--- src/rtl/tick_div_pkg.sv ---
package tick_div_pkg;
  localparam int EXP_W = 4;

  typedef struct packed {
    logic             cycleTick;
    logic [EXP_W-1:0] divExp;
  } ctlStrobes_t;
endpackage

--- src/rtl/tick_div_ctl.sv ---
module tick_div_ctl
  import tick_div_pkg::*;
#(
  parameter int PHASE_LEN = 6,
  parameter int CODE_W    = 4,
  parameter int CNT_W     = 12
) (
  input  logic              clk,
  input  logic              rstN,
  input  logic [CODE_W-1:0] selCode,
  output ctlStrobes_t       strobes
);
  localparam int PH_W = (PHASE_LEN > 1) ? $clog2(PHASE_LEN) : 1;
  localparam logic [PH_W-1:0] PH_LAST = PH_W'(PHASE_LEN - 1);

  logic [PH_W-1:0]  phase;
  logic             cycleEnd;
  logic [EXP_W-1:0] expDecoded;

  assign cycleEnd = (phase == PH_LAST);

  always_ff @(posedge clk or negedge rstN) begin
    if (!rstN) begin
      phase <= '0;
    end else if (cycleEnd) begin
      phase <= '0;
    end else begin
      phase <= phase + 1'b1;
    end
  end

  // Legal codes map straight to the exponent; all others fall back to 1.
  always_comb begin
    if ((int'(selCode) >= 1) && (int'(selCode) <= CNT_W)) begin
      expDecoded = EXP_W'(selCode);
    end else begin
      expDecoded = EXP_W'(1);
    end
  end

  assign strobes.cycleTick = cycleEnd;
  assign strobes.divExp    = expDecoded;


  single_tick_chk: assert property (@(posedge clk) disable iff (!rstN)
    strobes.cycleTick |=> !strobes.cycleTick);


  exp_range_chk: assert property (@(posedge clk) disable iff (!rstN)
    (strobes.divExp >= EXP_W'(1)) && (int'(strobes.divExp) <= CNT_W));
endmodule

--- src/rtl/tick_div_dp.sv ---
module tick_div_dp
  import tick_div_pkg::*;
#(
  parameter int CNT_W = 12
) (
  input  logic        clk,
  input  logic        rstN,
  input  ctlStrobes_t strobes,
  output logic        divTick,
  output logic        clkOut
);
  logic [CNT_W-1:0] rippleCnt;
  logic [CNT_W:0]   wrapHit;

  always_ff @(posedge clk or negedge rstN) begin
    if (!rstN) begin
      rippleCnt <= '0;
    end else if (strobes.cycleTick) begin
      rippleCnt <= rippleCnt + 1'b1;
    end
  end

  assign wrapHit[0] = 1'b1;
  for (genvar k = 1; k <= CNT_W; k++) begin : g_wrap
    assign wrapHit[k] = &rippleCnt[k-1:0];
  end

  assign divTick = strobes.cycleTick & wrapHit[strobes.divExp];

  always_ff @(posedge clk or negedge rstN) begin
    if (!rstN) begin
      clkOut <= 1'b0;
    end else if (divTick) begin
      clkOut <= ~clkOut;
    end
  end


  div_in_cycle_chk: assert property (@(posedge clk) disable iff (!rstN)
    divTick |-> strobes.cycleTick);


  toggle_chk: assert property (@(posedge clk) disable iff (!rstN)
    divTick |=> (clkOut != $past(clkOut)));


  hold_chk: assert property (@(posedge clk) disable iff (!rstN)
    !divTick |=> $stable(clkOut));


  wrap_zero_chk: assert property (@(posedge clk) disable iff (!rstN)
    divTick |=> (rippleCnt[0] == 1'b0));
endmodule

--- src/rtl/instr_tick_divider.sv ---
module instr_tick_divider
  import tick_div_pkg::*;
#(
  parameter int PHASE_LEN = 6,
  parameter int CODE_W    = 4,
  parameter int CNT_W     = 12
) (
  input  logic              clk,
  input  logic              rstN,
  input  logic [CODE_W-1:0] selCode,
  output logic              instrTick,
  output logic              divTick,
  output logic              clkOut
);
  ctlStrobes_t strobes;

  tick_div_ctl #(
    .PHASE_LEN(PHASE_LEN),
    .CODE_W   (CODE_W),
    .CNT_W    (CNT_W)
  ) u_ctl (
    .clk    (clk),
    .rstN   (rstN),
    .selCode(selCode),
    .strobes(strobes)
  );

  tick_div_dp #(
    .CNT_W(CNT_W)
  ) u_dp (
    .clk    (clk),
    .rstN   (rstN),
    .strobes(strobes),
    .divTick(divTick),
    .clkOut (clkOut)
  );

  assign instrTick = strobes.cycleTick;
endmodule

--- config.mk ---
export PLATFORM = sky130hd
export DESIGN_NAME = instr_tick_divider
export DESIGN_NICKNAME = d
export VERILOG_FILES = /design/src/rtl/tick_div_pkg.sv /design/src/rtl/tick_div_ctl.sv /design/src/rtl/tick_div_dp.sv /design/src/rtl/instr_tick_divider.sv
export SDC_FILE = /design/constraint.sdc
export NUM_CORES = 1
export LEC_CHECK = 0
export BUFFER_PORTS_ARGS = -buffer_cell sky130_fd_sc_hd__buf_2
export CAP_MARGIN = 5
export CORE_MARGIN = 2
export CORE_UTILIZATION = 25
export DETAILED_ROUTE_END_ITERATION = 8
export SLEW_MARGIN = 20
export SYNTH_ARGS = -nofsm -noshare
export SYNTH_HDL_FRONTEND = slang
export SYNTH_SLANG_ARGS = --single-unit
--- constraint.sdc ---
create_clock -name clk -period 1.9 [get_ports clk]
set_input_delay 0.285 -clock clk [delete_from_list [all_inputs] [get_ports clk]]
set_output_delay 0.285 -clock clk [all_outputs]
set_load 0.1 [all_outputs]
==> key figures <==
Outcome
  • Status: finished with violations
  • Failing checks: negative setup slack

Timing
  • Tcrit/Tclk final: 125%
  • RSZ-0062 raised after global routing: true
  • Final number of setup-violating endpoints: 2
  • Worst-margin pin slew: 0.484 ns
  • Maximum clock rate: 0.423 GHz
  • Clock Skew: 0.00108 ns
  • Max_slew headroom: 68.0%
  • Fin. max-slew vios: 0
  • Final Critical Period: 2.37 ns
  • Final worst slack: -0.466 ns
  • Final hold vios: 0
  • Min Hold Slack: between 0.4 and 0.5 ns

Clock tree
  • CTS root buffer: clkbuf_8
  • Longest Clk Path Bufs: 2
  • Number of H-tree levels: 1
  • Worst-Skew Late Latency: 0.24 ns
  • Worst-path clk slew: roughly 0.06 ns
  • CTS tree: done
  • # clock sinks: 16
  • CTS buffer count: 3

Logic synthesis
  • Post-synth EDFFs: 0
  • Yosys warns: 0
  • Synthesized area: 965 sq um
  • Compound-Gate Fraction of Synth Area: 15.3%
  • Simple-gate portion of the synthesized area: about 22%
  • Mux cell area share after synthesis: 2.08%
  • Primary FF master, synth: dfrtp_1
  • Largest family of logic cells by synthesized area: simple AND/OR/NAND/NOR gates
  • Mean Syn Cell Area: 9.46 sq um
  • Post-Synth XOR/XNOR Area: under 10%
  • Asr flop ratio synth: 100%
  • Register bit total from synthesis: 16
  • Yosys cell types: 35
  • Synth Area in Adders: 5.19%
  • Fraction of the yosys area taken by sequential cells: 41.5%
  • Syn_nets: 112
  • Mapped Cells: ~100

Power and ir drop
  • Pwr Total: approximately 800 uW
  • Pwr Density: 605 nW/um^2
  • Max VDD drop: 0.585 mV
  • Pleak: 0.619 nW

Critical path
  • R2R depth: 11
  • Reg2reg start: u_dp.rippleCnt[1]
  • Crit Path Class: register to primary output
  • Crit. End Element: primary output
  • Startpoint types: register
  • WP data arrival: 2.08 ns
  • Worst Path Max Fanout: 3
  • Crit path required time: 1.62 ns
  • FF-to-FF setup slack: -0.25 ns
  • R2R Path End: u_dp.clkOut

GRT
  • Pin count of the biggest net entering global routing: 17
  • Gr usage total: a little under an eighth
  • First-pass GRT wire length: 3950 microns
  • Initial antenna violation count: 0
  • Global route overflow: 0
  • Vias in the first global route: 860

Die
  • Die Wd: 66.1 microns
  • Die area: 4370 sq um
  • Die Y: 66.1 microns
  • Initial core utilization: approximately a quarter
  • CORE AREA: between 3000 and 4000 sq um
  • IO Pins: 9
  • Num rows: 22

Worst hold path
  • Hold Path Class: register to register
  • Hold path cells: 1
  • Worst Min Path Start: u_dp.clkOut
  • Worst Hold End: u_dp.clkOut

Placed design
  • I/O Buffers: 8
  • GP Congestion: 0.859
  • Placed cell count: 170
  • Setup WS pre-CTS: -0.214 ns
  • Post-DP HPWL: 1740 microns

Routing
  • Vias per inst: 4.48
  • Vias: 806
  • Post-DR wirelength/cell: 12.4 microns
  • DRT Pass-1 Iters: 4
  • Routed WL: ~2200 microns
  • DR DRC count: 0
  • Initial DRC count: 22
  • Final ANT Viol Nets: 0

Layout
  • NumNets Final: 143
  • Non-Filler Instances: between 150 and 200
  • Final Core Density: 35.9%
  • Fillers: 389
  • Share of layout cells above drive strength 1: around 34%
  • Area of the multi-input gates: 539 sq um
  • Area Growth Syn to Fin: 37.1%
  • N_diodes: 0
  • Reg area: ~400 sq um

Job
  • MaxCap Viol Count: 0
-- state kept, by name (all words and copies together), names as in the netlist --
signal,count
u_ctl.phase,3
u_dp.clkOut,1
u_dp.rippleCnt,12
-- worst max path at each step --
stage	slack (ns)	from	cells after the start	to
floorplan	-0.21	u_ctl.phase[1]	4	divTick
detailed placement	-0.21	u_dp.rippleCnt[1]	9	divTick
finish	-0.47	u_dp.rippleCnt[1]	9	divTick
global route	-0.56	u_dp.rippleCnt[1]	9	divTick
CTS	-0.45	u_dp.rippleCnt[0]	9	divTick
global placement	-0.16	u_dp.rippleCnt[1]	9	divTick
-- cell usage after synthesis (2+ instances only) --
cell type | count | share of area (%)
nand2_1 | 19 | 7.4
mux2i_1 | 2 | 2.1
xor2_1 | 5 | 4.5
a21o_1 | 2 | 1.6
ha_1 | 4 | 5.2
inv_1 | 5 | 1.9
nand4_1 | 3 | 1.9
nor2_1 | 5 | 1.9
o311ai_0 | 2 | 1.8
nor3_1 | 3 | 1.6
dfrtp_1 | 16 | 42
o21a_1 | 2 | 1.6
buf_2 | 3 | 1.6
o21ai_0 | 2 | 1.0
nand3_1 | 4 | 2.1
xnor2_1 | 4 | 3.6
nor4_1 | 2 | 1.3
nor3_2 | 2 | 2.1
-- layout make-up --
cell class | instances | area share (%)
Multi-Input combinational cell | 76 | 40.8
Sequential cell | 16 | 30.3
Clock buffer | 4 | 4.16
Tap cell | 48 | 4.54
Inverter | 5 | 1.42
Timing Repair Buffer | 31 | 18.8
-- cells in the final DEF, fill, tap and decap left out, types with 2 or more instances in the layout --
cell / instances
nor4_1: 2
buf_2: 6
mux2i_1: 2
nor3_1: 3
o21a_1: 2
ha_2: 2
clkbuf_8: 4
xor2_1: 5
nand4_1: 3
nor2_1: 4
nor3_2: 2
ha_1: 2
xnor2_1: 4
inv_1: 5
nand3_1: 4
a21o_1: 2
buf_4: 21
buf_12: 2
dfrtp_1: 16
nand2_1: 19
o21ai_0: 2
o311ai_0: 2
-- through the flow --
stage,setup TNS [ns],area (sq um)
after CTS,-0.677,1320
after floorplan,-0.420,983
after global placement,-0.266,1210
final,-0.711,1320
after detailed placement,-0.364,1210
after global routing,-0.900,1320
-- cell families (layout without fill, tap and decap cells) --
group,Yosys count,in the layout
XOR/XNOR,9,9
AO/OA/AOI/OAI,18,18
multiplexers,2,2
AND/OR/NAND/NOR,43,43
flip-flops,16,16
adder cells (fa/ha/maj),4,4
buffers and inverters,10,40
-- report_power, final --
| part | internal [mW] | switching [mW] | total [mW] |
|---|---|---|---|
| Combinational | 0.0308 | 0.115 | 0.146 |
| Clock | 0.183 | 0.113 | 0.296 |
| Sequential | 0.352 | 0.00602 | 0.358 |
-- worst max-delay path: stages, from the launching register on --
cell     delay, ns
dfrtp_1       0.39
ha_2          0.20
nand4_1       0.10
or2_4         0.14
nor2_2        0.03
ha_2          0.16
o31a_1        0.10
o21a_1        0.18
o32a_4        0.37
buf_12        0.17
-- timing repair --
item                                   CTS  global route
gates cloned                             0             0
setup endpoints to repair                2             2
endpoints found under the hold margin   16             0
buffers inserted                         4             1
hold buffers                             1             0
pin swaps                                1             0
gates resized for setup                  3             0
-- per-layer routing --
metal | GRT usage [%] | part of all wire (%) | vias up
li1 | - | - | 421
met1 | 13.7 | 46 | 379
met2 | 21.6 | 52 | 4
met3 | 2.21 | 1.2 | 2
met4 | 2.30 | 0.63 | 0
met5 | 0 | 0 | -
Note: power is estimated with default switching activity, not from simulation.
